### config.mk
export PLATFORM = sky130hd
export DESIGN_NAME = ctrk_top
export DESIGN_NICKNAME = d
export VERILOG_FILES = /design/src/rtl/ctrk_pkg.sv /design/src/rtl/ctrk_sync.sv /design/src/rtl/ctrk_escape_cnt.sv /design/src/rtl/ctrk_activation.sv /design/src/rtl/ctrk_top.sv
export SDC_FILE = /design/constraint.sdc
export NUM_CORES = 1
export LEC_CHECK = 0
export CAP_MARGIN = 20
export CORE_ASPECT_RATIO = 1.4
export CORE_UTILIZATION = 53
export DETAILED_ROUTE_END_ITERATION = 7
export DONT_BUFFER_PORTS = 1
export PLACE_DENSITY = 0.78
export SLEW_MARGIN = 15
export SYNTH_ARGS = -nofsm -noshare
export SYNTH_HDL_FRONTEND = slang
export SYNTH_SLANG_ARGS = --single-unit
### constraint.sdc
create_clock -name clk -period 7.7 [get_ports clk]
set_clock_uncertainty 0.1 [all_clocks]
set_input_delay 0.77 -clock clk [delete_from_list [all_inputs] [get_ports clk]]
set_output_delay 0.77 -clock clk [all_outputs]
set_load 0.05 [all_outputs]
### src/rtl/ctrk_pkg.sv
package ctrk_pkg;

    typedef enum logic [1:0] {
        MODE_FOUR  = 2'd0,
        MODE_ACT   = 2'd1,
        MODE_SCAN3 = 2'd2
    } mode_t;

    typedef enum logic [3:0] {
        FLD_IDLE     = 4'd0,
        FLD_ACT_CODE = 4'd1,
        FLD_EXT      = 4'd2,
        FLD_SPARE    = 4'd3,
        FLD_TP_DLY   = 4'd4,
        FLD_TP_REV   = 4'd5,
        FLD_TP_START = 4'd6,
        FLD_RDY_CNT  = 4'd7,
        FLD_DLY_CNT  = 4'd8,
        FLD_SCAN_FMT = 4'd9,
        FLD_CHECK    = 4'd10
    } field_t;

    localparam int ESC_ACTIVATE = 6;
    localparam int ESC_FOUR     = 8;
    localparam int LEN_SHORT    = 12;
    localparam int LEN_LONG     = 36;
    localparam int LEN_SEL_POS  = 8;

    // Field decode from packet position and packet size.
    function automatic field_t field_of(input int pos, input logic long_pkt);
        field_t f;
        f = FLD_ACT_CODE;
        if (pos > 4) f = FLD_EXT;
        if (!long_pkt) begin
            if (pos > 8) f = FLD_CHECK;
        end else begin
            if (pos > 8)  f = FLD_SPARE;
            if (pos > 13) f = FLD_TP_DLY;
            if (pos > 16) f = FLD_TP_REV;
            if (pos > 18) f = FLD_TP_START;
            if (pos > 23) f = FLD_RDY_CNT;
            if (pos > 25) f = FLD_DLY_CNT;
            if (pos > 27) f = FLD_SCAN_FMT;
            if (pos > 32) f = FLD_CHECK;
        end
        return f;
    endfunction

endpackage

### src/rtl/ctrk_sync.sv
module ctrk_sync #(
    parameter int W      = 2,
    parameter int STAGES = 2
) (
    input  logic         clk,
    input  logic         rst,
    input  logic [W-1:0] d_i,
    output logic [W-1:0] q_o
);
    for (genvar b = 0; b < W; b++) begin : g_bit
        logic [STAGES-1:0] chain;
        always_ff @(posedge clk) begin
            if (rst) chain <= '0;
            else     chain <= {chain[STAGES-2:0], d_i[b]};
        end
        assign q_o[b] = chain[STAGES-1];
    end
endmodule

### src/rtl/ctrk_escape_cnt.sv
module ctrk_escape_cnt #(
    parameter int CNT_W = 4
) (
    input  logic             clk,
    input  logic             rst,
    input  logic             lclk_s,
    input  logic             ldat_s,
    output logic             lclk_rise,
    output logic [CNT_W-1:0] esc_cnt
);
    logic lclk_d, ldat_d, toggle;

    always_ff @(posedge clk) begin
        if (rst) begin
            lclk_d <= 1'b0;
            ldat_d <= 1'b0;
        end else begin
            lclk_d <= lclk_s;
            ldat_d <= ldat_s;
        end
    end

    assign lclk_rise = lclk_s & ~lclk_d;
    assign toggle    = lclk_s & lclk_d & (ldat_s ^ ldat_d);

    always_ff @(posedge clk) begin
        if (rst)                             esc_cnt <= '0;
        else if (lclk_rise)                  esc_cnt <= '0;
        else if (toggle && esc_cnt != '1)    esc_cnt <= esc_cnt + 1'b1;
    end

    // the count is cleared after each evaluation edge
    a_r2_clear_on_rise: assert property (@(posedge clk) disable iff (rst)
        lclk_rise |=> esc_cnt == '0);
    // nothing is counted while the link clock is low
    a_r2_hold_when_low: assert property (@(posedge clk) disable iff (rst)
        (!lclk_s && !lclk_rise) |=> $stable(esc_cnt) || esc_cnt == '0);
endmodule

### src/rtl/ctrk_activation.sv
module ctrk_activation
    import ctrk_pkg::*;
#(
    parameter int CNT_W = 4,
    parameter int POS_W = 6
) (
    input  logic             clk,
    input  logic             rst,
    input  logic             lclk_rise,
    input  logic             ldat_s,
    input  logic [CNT_W-1:0] esc_cnt,
    output mode_t            mode,
    output logic [POS_W-1:0] pos,
    output logic             long_pkt,
    output logic             tap_rst
);
    localparam logic [CNT_W-1:0] C_ACT  = CNT_W'(ESC_ACTIVATE);
    localparam logic [CNT_W-1:0] C_FOUR = CNT_W'(ESC_FOUR);
    localparam logic [POS_W-1:0] P_SEL  = POS_W'(LEN_SEL_POS);
    localparam logic [POS_W-1:0] P_SHRT = POS_W'(LEN_SHORT);
    localparam logic [POS_W-1:0] P_LONG = POS_W'(LEN_LONG);

    logic [POS_W-1:0] pos_nx;
    logic             long_nx;

    assign pos_nx  = pos + 1'b1;
    assign long_nx = long_pkt | (pos_nx == P_SEL && !ldat_s);

    always_ff @(posedge clk) begin
        if (rst) begin
            mode     <= MODE_FOUR;
            pos      <= '0;
            long_pkt <= 1'b0;
            tap_rst  <= 1'b0;
        end else begin
            tap_rst <= 1'b0;
            if (lclk_rise) begin
                if (esc_cnt >= C_FOUR) begin
                    mode     <= MODE_FOUR;
                    pos      <= '0;
                    long_pkt <= 1'b0;
                end else if (esc_cnt == C_ACT) begin
                    mode     <= MODE_ACT;
                    pos      <= POS_W'(1);
                    long_pkt <= 1'b0;
                end else if (mode == MODE_ACT) begin
                    pos      <= pos_nx;
                    long_pkt <= long_nx;
                    if (pos_nx > (long_nx ? P_LONG : P_SHRT)) begin
                        mode    <= MODE_SCAN3;
                        tap_rst <= 1'b1;
                    end
                end
            end
        end
    end

    // position moves only on a link-clock rising edge
    a_r6_pos_steady: assert property (@(posedge clk) disable iff (rst)
        !lclk_rise |=> $stable(pos));
    // a long packet never reverts to short while activating
    a_r7_long_sticky: assert property (@(posedge clk) disable iff (rst)
        (long_pkt && mode == MODE_ACT && esc_cnt != C_ACT && esc_cnt < C_FOUR)
        |=> long_pkt);
endmodule

### src/rtl/ctrk_top.sv
module ctrk_top
    import ctrk_pkg::*;
#(
    parameter int CNT_W  = 4,
    parameter int POS_W  = 6,
    parameter int STAGES = 2
) (
    input  logic       clk,
    input  logic       rst,
    input  logic       link_clk_i,
    input  logic       link_dat_i,
    output logic [1:0] mode_o,
    output logic [3:0] field_o,
    output logic       tap_rst_o
);
    logic [1:0]       pins_s;
    logic             lclk_rise;
    logic [CNT_W-1:0] esc_cnt;
    mode_t            mode;
    logic [POS_W-1:0] pos;
    logic             long_pkt;
    logic             tap_rst;
    field_t           fld;

    ctrk_sync #(.W(2), .STAGES(STAGES)) u_sync (
        .clk (clk),
        .rst (rst),
        .d_i ({link_dat_i, link_clk_i}),
        .q_o (pins_s)
    );

    ctrk_escape_cnt #(.CNT_W(CNT_W)) u_esc (
        .clk       (clk),
        .rst       (rst),
        .lclk_s    (pins_s[0]),
        .ldat_s    (pins_s[1]),
        .lclk_rise (lclk_rise),
        .esc_cnt   (esc_cnt)
    );

    ctrk_activation #(.CNT_W(CNT_W), .POS_W(POS_W)) u_act (
        .clk       (clk),
        .rst       (rst),
        .lclk_rise (lclk_rise),
        .ldat_s    (pins_s[1]),
        .esc_cnt   (esc_cnt),
        .mode      (mode),
        .pos       (pos),
        .long_pkt  (long_pkt),
        .tap_rst   (tap_rst)
    );

    always_comb begin
        fld = FLD_IDLE;
        if (mode == MODE_ACT) fld = field_of(int'(pos), long_pkt);
    end

    assign mode_o    = mode;
    assign field_o   = fld;
    assign tap_rst_o = tap_rst;

    // first cycle after reset is four-wire and quiet
    a_r1_reset_state: assert property (@(posedge clk) disable iff (rst)
        $past(rst) |-> (mode_o == 2'd0 && !tap_rst_o));
    // reset pulse lasts one cycle
    a_r8_pulse_single: assert property (@(posedge clk) disable iff (rst)
        tap_rst_o |=> !tap_rst_o);
    // pulse coincides with the move from activation to scan format
    a_r8_pulse_with_mode: assert property (@(posedge clk) disable iff (rst)
        tap_rst_o |-> (mode_o == 2'd2 && $past(mode_o) == 2'd1));
    // a long escape always lands in four-wire mode
    a_r4_long_escape: assert property (@(posedge clk) disable iff (rst)
        (lclk_rise && esc_cnt >= CNT_W'(ESC_FOUR)) |=> (mode_o == 2'd0 && !tap_rst_o));
    // field index is idle outside activation
    a_r8_field_idle: assert property (@(posedge clk) disable iff (rst)
        (mode_o != 2'd1) |-> field_o == 4'd0);
endmodule

# Word-level counts from Yosys, hierarchy flattened
# Cells that the tools add are included.
# W data, S select, Z words.
# word_totals
out_inout_bits	7
in_bits	4
ff_bits	20
# op_classes
magnitude_cmp	11
n_addsub	2
n_mux	24
bitwise	8
eq_ne	4
n_reduce_logical	9
# ops
operator	count
$mux W4	11
$gt A6 B5 Y1 const B	5
$mux W6	4
$gt A6 B4 Y1 const B	2
$mux W2	5
$add A6 B1 Y6 const B	1
$eq A6 B4 Y1 const B	1
$gt A6 B3 Y1 const B	1
$gt A6 B6 Y1	1
$gt A6 B6 Y1 const B	1
$reduce_bool A3 Y1	2
$reduce_or A5 Y1	1
$add A4 B1 Y4 const B	1
$eq A4 B3 Y1 const B	1
$ge A4 B4 Y1 const B	1
$mux W1	4
$ne A4 B4 Y1 const B	1
$and A1 B1 Y1	3
$not A1 Y1	3
$reduce_and A3 Y1	1
$eq A2 B1 Y1 const B	1
$logic_and A1 B1 Y1	2
$reduce_and A2 Y1	1
$reduce_or A2 Y1	1
3 further kinds	3

# Depth between registers and ports, before layout
# Gate-level depths: netlist of the first run.
# logic_depth
depth_word	12
depth_mapped	11
mapped_depth_nobuf	11

# By module
# From an unflattened synthesis of the first run, not the netlist that was laid out.
# hier_totals
cells_unflattened	153
hier_area_um2	1335.0
# modules_own_cells
mod	area_per_inst_um2	n_inst	seq_area_each_um2	cells_per_inst
ctrk_activation	640.6	1	200.2	75
ctrk_escape_cnt	322.8	1	120.1	30
ctrk_top	251.5	1	0.0	38
ctrk_sync	120.1	1	80.1	10

# Worst setup path before layout of the first run
# OpenSTA, ideal clock, no wires.
# synth_timing
kind	reg2out
start	reg u_act.pos[0]
end	out field_o[1]
path_buffers	0
arrival_time_ps	2117
path_slack_ps	4713
stages_incl_launch_ff	8
cell_sequence	dfxtp_1 -> inv_2 -> ha_1 -> inv_1 -> o41ai_1 -> nand2_1 -> a21oi_1 -> nor3_1
# synth_between
elab_chain_cells	12
word_cells_on_any_way	21
cone_classes	order compare (9); mux (12)
# synth_rtl
element	line_no	source
from (decl)	ctrk_activation.sv:13	output logic [POS_W-1:0] pos,
from (signal assigned)	ctrk_activation.sv:47	pos <= pos_nx;
$gt A6 B3 Y1	ctrk_pkg.sv:33	if (pos > 4) f = FLD_EXT;
$mux W2	ctrk_pkg.sv:33	
$mux W4	ctrk_pkg.sv:37	if (pos > 8) f = FLD_SPARE;
$mux W4	ctrk_pkg.sv:38	if (pos > 13) f = FLD_TP_DLY;
$mux W4	ctrk_pkg.sv:39	if (pos > 16) f = FLD_TP_REV;
$mux W4	ctrk_pkg.sv:40	if (pos > 18) f = FLD_TP_START;
$mux W4	ctrk_pkg.sv:41	if (pos > 23) f = FLD_RDY_CNT;
$mux W4	ctrk_pkg.sv:42	if (pos > 25) f = FLD_DLY_CNT;
$mux W4	ctrk_pkg.sv:43	if (pos > 27) f = FLD_SCAN_FMT;
$mux W4	ctrk_pkg.sv:44	if (pos > 32) f = FLD_CHECK;
$mux W4 *	ctrk_pkg.sv:34	if (!long_pkt) begin
$mux W4 *	ctrk_top.sv:55	if (mode == MODE_ACT) fld = field_of(int'(pos), long_pkt);
to (decl)	ctrk_top.sv:13	output logic [3:0] field_o,
# Mark *: on every way between the ends. The rest lies on a longest branch, timed or not.

# Worst setup path in the final report of the first run
# layout_timing
start	reg u_act.pos[0]
end	out field_o[3]
# layout_between
elab_chain_cells	10
word_cells_on_any_way	18
cone_classes	order compare (8); mux (10)
# layout_rtl
element	line_no
$gt A6 B4 Y1	ctrk_pkg.sv:38
$mux W4	ctrk_pkg.sv:38
$mux W4	ctrk_pkg.sv:39
$mux W4	ctrk_pkg.sv:40
$mux W4	ctrk_pkg.sv:41
$mux W4	ctrk_pkg.sv:42
$mux W4	ctrk_pkg.sv:43
$mux W4	ctrk_pkg.sv:44
$mux W4 *	ctrk_pkg.sv:34
$mux W4 *	ctrk_top.sv:55
# Marked as above.

==> summary.txt, run 1 <==
Run status
  – Status: finished, final reports clean

Yosys
  – Synth async-reset ratio: 0
  – Synth Net Count: 163
  – Unique masters post-synth: 38
  – Post-synthesis sequential area ratio: 0.333
  – EDFF count, synth: 0
  – Cells after Synth: 149
  – Post-Syn Area: 1200 sq um
  – Synth warnings: 0
  – Flops & latches, synth: 20
  – Most area-hungry cell type in the Yosys netlist: dfxtp_1
  – Syn Area/Cell: 8.06 sq um
  – Synth top area cells: dfxtp_1 (33%), ha_1 (10%), nor2_1 (5.3%)
  – Synth top area share: 0.333
  – Top FF cell, synth: dfxtp_1

Place
  – Post-DP HPWL: 1.75 mm
  – Port buffer count: 0
  – GPL Wtd Cong: 0.807

Clocking
  – Worst skew pair latency: 0.31 ns
  – Hold-fix buffers, CTS: 0
  – Cts bufs inserted: 3
  – Post-CTS Setup Bufs: 0
  – CTS clk-pin slew, worst paths: 0.12 ns
  – CTS H-tree lvls: 1
  – # clock sinks: 20
  – CTS root buf: clkbuf_4
  – CTS Buffer Depth: 2
  – CTS tree: done
  – Post_cts resized: 0

Worst hold path
  – Worst hold path cell count: 1
  – Worst hold path type: reg -> reg
  – HP Start: u_sync.g_bit[0].chain[0]
  – Hold Path Sink: u_sync.g_bit[0].chain[1]

Worst setup path
  – Crit path launch type: flip-flop
  – R2R cell count: 9
  – Crit path arrival time: 2.38 ns
  – R2r startpoint: u_act.pos[0]
  – Critical path endpoint category: primary output
  – Worst R2R End: u_act.mode[0]
  – Worst Path Required: 6.83 ns
  – Critical-path maximum fanout: 9
  – Crit Path Class: reg -> out
  – Critical Path Source: u_act.pos[0]
  – Flop2flop setup slack: 4.75 ns

Power and ir drop
  – Power Density: 154 nW/um^2
  – P_int: 159 uW
  – Switch share: 0.183
  – Leakage power: 0.000475 uW
  – Net Sw Power: 35.6 uW
  – Total power: 195 uW
  – Combinational group share of total power: 0.021
  – Clock Power Share: 0.438
  – Max VDD drop: 0.137 mV
  – Sequential share of power: 0.541

STA
  – RSZ-0062 raised after global routing: false
  – FMAX: 308 MHz
  – Slew HR: 0.316
  – Final count of negative-setup-slack endpoints: 0
  – Slew @ Worst Pin: 1.03 ns
  – Final Max Tran Viols: 0
  – Min Tclk post-route: 3.25 ns
  – Total negative slack: 0 ns
  – Final hold vios: 0
  – Period utilization: 0.422

Global routing
  – Largest net degree at the start of global routing: 17
  – First-pass GRT wire length: 4.04 mm
  – Overflow left after global routing: 0
  – GRT Total Usage: 0.209
  – Vias in the first global route: 951
  – Initial antenna violation count: 0

Finish
  – # nets final: 163
  – Fillers: 199
  – Share of cells above drive strength 1: 0.0608
  – Layout area overhead: 5.21%
  – Antenna diodes: 0

Die
  – Core Region: 2150 sq um
  – Initial Utilization: 0.558
  – Row cnt: 20
  – I/O pin total: 11
  – Die Span Y: 58.3 microns
  – Die X: 42.2 microns
  – Die ar.: 2460 sq um

Detailed routing
  – Residual DRC: 0
  – Post-DRT Antenna Nets: 0
  – Router iterations before antenna repair: 4
  – Via density: 6.08
  – Via count: 1033
  – Iter 0 DRT Violations: 37
  – Routed WL per cell: 13.5 microns
  – WL final: 2.30 mm

Run
  – MaxCap Viol Count: 0
[cells in the final DEF, fill, tap and decap left out, types with 3 or more instances in the layout]
cell,count
a21oi_1,11
nand3_1,5
nor2_1,17
dfxtp_1,20
nor2b_1,10
xor2_1,3
o31ai_1,3
ha_1,10
nand2_1,13
o21ai_0,8
a31oi_1,3
nand2b_1,4
clkbuf_4,3
xnor2_1,5
inv_1,6
[critical path, cell delays in order, from the launching register on]
cell     delay [ns]
dfxtp_1        0.51
inv_2          0.08
ha_1           0.24
inv_1          0.14
o21ai_0        0.09
a21o_1         0.20
a21oi_1        0.81
[layout make-up]
| cell class | count | area [sq um] | share of cell area |
|---|---|---|---|
| clock buffer | 3 | 22.5 | 0.0178 |
| clock inverter | 1 | 30.0 | 0.0238 |
| inverter | 7 | 26.3 | 0.0208 |
| multi-input combinational | 116 | 749 | 0.593 |
| sequential | 20 | 400 | 0.317 |
| tap | 22 | 27.5 | 0.0218 |
| timing repair buffer | 1 | 7.51 | 0.00594 |
[power groups by stage]
stage	clock, uW	combinational, uW	sequential (uW)
final	85.3	4.11	105
after global routing	90.5	4.48	106
after CTS	87.3	4.12	105
after detailed placement	0	4.10	108
after global placement	0	4.01	108
after floorplan	0	3.86	107
[logic make-up after synthesis]
family / share of synthesized area
adders and majority gates: 0.104
and+or+nand+nor: 0.227
AOI/OAI and AO/OA: 0.226
buffers and inverters: 0.0427
muxes: 0.00833
xor gates and xnor gates: 0.0583
DFF: 0.333
[how the worst max path moves through the flow]
| stage | depth (start not counted) | end | slack [ns] |
|---|---|---|---|
| floorplan | 7 | field_o[1] | 4.71 |
| global placement | 6 | field_o[3] | 4.83 |
| detailed placement | 9 | u_act.mode[0] | 4.75 |
| CTS | 6 | field_o[3] | 4.44 |
| global route | 6 | field_o[3] | 4.27 |
| finish | 6 | field_o[3] | 4.45 |
[through the flow]
step	hold slack [ns]	setup WS, ns	utilization	std cells	area, sq um
2_1_floorplan	0.314	4.71	-	149	1200
6_report	0.339	4.45	0.587	170	1260
5_1_grt	0.361	4.27	0.587	170	1260
4_1_cts	0.343	4.44	0.587	170	1260
3_3_place_gp	0.320	4.83	0.563	166	1210
3_5_place_dp	0.328	4.75	0.563	166	1210
[registers in the layout, summed over array words and instances (netlist names)]
register and cells:
u_act.mode 2, u_sync.g_bit.chain 4, u_act.tap_rst 1, u_act.pos 6, u_act.long_pkt 1, u_esc.esc_cnt 4, u_esc.ldat_d 1, u_esc.lclk_d 1
[cells in the mapped netlist (2+ instances only)]
master and number:
dfxtp_1 20, nor2_1 17, nand2_1 13, a21oi_1 11, ha_1 10, nor2b_1 10, o21ai_0 8, inv_1 6
nand3_1 5, xnor2_1 5, clkbuf_1 4, nand2b_1 4, a31oi_1 3, o31ai_1 3, xor2_1 3, buf_2 2
nor3_1 2, o211ai_1 2, or4_1 2
[metal layers]
metal / vias to the layer above / GRT usage / share of wire
li1: 524 / - / -
met1: 486 / 0.236 / 0.42
met2: 18 / 0.380 / 0.54
met3: 5 / 0.0307 / 0.027
met4: 0 / 0.103 / 0.018
met5: - / 0 / 0
(Power assumes the default switching activity.)
==> inputs of run 2 (changes only) <==
Settings changed: ABC_AREA set to 1, PLACE_DENSITY 0.78 to 0.81.
Clock period 7.7 ns to 2.85 ns, I/O delays scaled along.
==> run 2 against run 1 <==
Clock-buffer cell count unchanged. Largest power group unchanged. Cell count up 26%. Combinational power rose to 3.5 times the previous value. Hold slack lost 0.15 ns. Clock power increased to 2.7 times the previous value. Routed wire length up 18%. Total power grew to 2.7 times the previous value.
==> summary.txt, run 2 <==
Global routing
  – Initial antenna violation count: 0 (unchanged)
  – Largest net degree at the start of global routing: 13 (-4)
  – GRT Total Usage: 0.230 (+0.0207)
  – Most used routing layer: met2
  – GRT met2 Usage: 0.446 (+0.0654)
  – Met3 Track Usage GR: 0.0332 (+0.00256)
  – Overflow left after global routing: 0 (unchanged)
  – Vias in the first global route: 1089 (+15%)
  – Met1 usage: 0.244 (+0.00881)
  – First-pass GRT wire length: 4.50 mm (+11%)

Die
  – Initial Utilization: 0.578 (+0.0194)
  – Die ar.: 2630 sq um (+6.8%)
  – Die X: 43.6 microns (+3.3%)
  – Die Span Y: 60.3 microns (+3.4%)
  – Core Region: 2230 sq um (+3.5%)
  – Row cnt: 20 (unchanged)
  – I/O pin total: 11 (unchanged)

Finish
  – Share of cells above drive strength 1: 0.124 (+0.0635)
  – Largest regs: u_act.pos x6, u_esc.esc_cnt x4, u_sync.g_bit.chain x4
  – Final instance area: 1420 sq um (+12%)
  – Footprint of the multi-input gates: 731 sq um (-2.5%)
  – Largest register by flop count: u_act.pos
  – Register area: 400 sq um (unchanged)
  – Number of flip-flops in the largest register: 6 (unchanged)
  – Fillers: 204 (+2.5%)
  – Most frequent cells in the layout: inv_1 (39), nand2_1 (32), dfxtp_1 (20)
  – Layout Utilization: 0.637 (+0.0493)
  – Layout area overhead: 10.2%
  – Commonest non-fill, non-tap cell in the layout: inv_1
  – Antenna diodes: 0 (unchanged)
  – # nets final: 208 (+28%)

Worst setup path
  – CP peak stage delay: 0.47 ns (-0.34 ns)
  – Delay-heaviest family, CP: compound AO/OA/AOI/OAI gates
  – Crit path launch type: flip-flop
  – Critical path endpoint category: primary output
  – Worst Path Required: 2.47 ns (-4.36 ns)
  – CP Buf/Inv Count: 3 (+1)
  – CP max stage cell: dfxtp_1
  – Critical-path maximum fanout: 8 (-1)
  – Cells along the critical path: inv_1, ha_1, inv_1, nor2_1, o21ai_0, o21ai_1, nand2_1, nand2_1, nand2_1, nand2_1, a21oi_1, buf_4
  – Crit-path most repeated cell: nand2_1
  – Crit Path Class: reg -> out
  – Crit path arrival time: 2.15 ns (-0.23 ns)

Yosys
  – Cells after Synth: 184 (+23%)
  – Synth top area cells: dfxtp_1 (31%), inv_1 (11%), ha_1 (9.7%)
  – Synth async-reset ratio: 0 (unchanged)
  – Flops & latches, synth: 20 (unchanged)
  – Synth top area share: 0.311 (-0.0220)
  – Synth Net Count: 198 (+21%)
  – Post-synth top cells: inv_1 (39), nand2_1 (32), dfxtp_1 (20)
  – Synth warnings: 0 (unchanged)
  – Top FF cell, synth: dfxtp_1
  – Post-Syn Area: 1290 sq um (+7.1%)
  – EDFF count, synth: 0 (unchanged)
  – Unique masters post-synth: 32 (-16%)
  – Post-synthesis sequential area ratio: 0.311 (-0.0220)
  – Most area-hungry cell type in the Yosys netlist: dfxtp_1
  – Count leader, synth: inv_1
  – Syn Area/Cell: 6.99 sq um (-13%)

Clocking
  – CTS H-tree lvls: 1 (unchanged)
  – # clock sinks: 20 (unchanged)
  – CTS tree: done
  – CTS clk-pin slew, worst paths: 0.11 ns (about the same)
  – Post-CTS Setup Bufs: 0 (unchanged)
  – Post_cts resized: 0 (unchanged)
  – Cts bufs inserted: 3 (unchanged)
  – CTS Buffer Depth: 2 (unchanged)
  – Worst skew pair latency: 0.31 ns (about the same)
  – Hold-fix buffers, CTS: 3 (+3)
  – CTS root buf: clkbuf_4

STA
  – Total negative slack: 0 ns (unchanged)
  – PnR worst setup slack: 0.313 ns (-4.14 ns)
  – FMAX: 394 MHz
  – Hold_ws: 0.190 ns (-0.149 ns)
  – Slew HR: 0.582 (+0.267)
  – Period utilization: 0.890
  – Final hold vios: 0 (unchanged)
  – RSZ-0062 raised after global routing: false
  – Final Max Tran Viols: 0 (unchanged)
  – Min Tclk post-route: 2.54 ns
  – Slew @ Worst Pin: 0.626 ns (-0.404 ns)
  – Final count of negative-setup-slack endpoints: 0 (unchanged)

Detailed routing
  – Via count: 1194 (+16%)
  – Residual DRC: 0 (unchanged)
  – Routed WL per cell: 12.7 microns (-6.4%)
  – WL final: 2.72 mm (+18%)
  – Post-DRT Antenna Nets: 0 (unchanged)
  – Via density: 5.55 (-8.6%)
  – Iter 0 DRT Violations: 45 (+22%)
  – Router iterations before antenna repair: 4 (unchanged)

Run
  – MaxCap Viol Count: 0 (unchanged)

Power and ir drop
  – Max VDD drop: 0.235 mV (+72%)
  – Leakage power: 0.000699 uW (+47%)
  – P_int: 430 uW (+170%)
  – Switch share: 0.193 (+0.00982)
  – Net Sw Power: 103 uW (+190%)
  – Combinational group share of total power: 0.027 (+0.006)
  – Power Density: 376 nW/um^2 (+140%)
  – Sequential share of power: 0.534 (-0.007)
  – Clock Power Share: 0.439 (about the same)

Place
  – Port buffer count: 0 (unchanged)
  – Setup WS pre-CTS: 0.397 ns (-4.35 ns)
  – GPL Wtd Cong: 0.832 (+3.0%)
  – Placed instance area: 1340 sq um (+10%)
  – Post-DP HPWL: 2.09 mm (+20%)

Run status
  – Status: finished, final reports clean

Worst hold path
  – Worst hold path type: in -> reg
[run 2: cell count changes after synthesis, sizes merged, moves of 3 or more]
cell    delta
clkbuf     -3
inv       +32
nand2     +22
nand2b     -4
nand3      +6
nor2       +4
nor2b     -10
o21ai     +11
o31ai      -3
xnor2      -5
[run 2: kinds of logic (layout without fill, tap and decap cells)]
family,Yosys count,in the layout,share of synthesized area
AND/OR/NAND/NOR,75,75,0.279
adder cells (fa/ha/maj),10,10,0.0973
AO/OA/AOI/OAI,36,36,0.167
XOR/XNOR,2,2,0.0195
buffers and inverters,41,50,0.125
flip-flops,20,20,0.311
[run 2: worst reg2reg max path, stage by stage (launching register included)]
cell	delay, ns
dfxtp_1	0.50
nand3_1	0.18
nor2_2	0.17
xor2_2	0.24
nor2_1	0.09
a31oi_2	0.18
inv_1	0.07
ha_1	0.28
nand3_2	0.07
nand3b_1	0.17
nand2_2	0.09
nand2_1	0.06
nand2_1	0.09
nand2_1	0.07
a21oi_2	0.13
[run 2: per-layer routing]
| layer | up-vias | part of all wire | wire (microns) |
|---|---|---|---|
| li1 | 599 | - | - |
| met4 | 0 | 0.012 | 34 |
| met1 | 557 | 0.39 | 1080 |
| met2 | 34 | 0.55 | 1500 |
| met3 | 4 | 0.040 | 110 |
| met5 | - | 0 | 0 |
[run 2: worst paths after layout]
kind | start | to | slack, ns | depth (start not counted)
max | u_act.pos[0] | field_o[0] | 0.31 | 12
min | rst | u_act.pos[0] | 0.19 | 3
max reg2reg | u_act.pos[2] | u_act.mode[0] | 0.31 | 14
min reg2reg | u_sync.g_bit[0].chain[0] | u_sync.g_bit[0].chain[1] | 0.32 | 2
[run 2: power groups by stage]
| stage | combinational (uW) | sequential, uW | clock [uW] |
|---|---|---|---|
| floorplan | 8.80 | 291 | 0 |
| global placement | 9.41 | 291 | 0 |
| detailed placement | 9.71 | 291 | 0 |
| CTS | 14.3 | 285 | 237 |
| global route | 15.8 | 285 | 249 |
| finish | 14.3 | 285 | 234 |
[run 2: metrics by stage]
step                total power [uW]  std cells
floorplan                        299        184
global placement                 300        208
detailed placement               301        208
CTS                              536        215
global route                     550        215
finish                           533        215
[run 2: cell type report]
type                    instances  share of cell area
flip-flops and latches         20               0.282
multi-input cells             123               0.515
well taps                      22              0.0194
clock buffers                   3              0.0159
clock inverters                 1              0.0212
repair buffers                  7              0.0424
inverters                      39               0.103
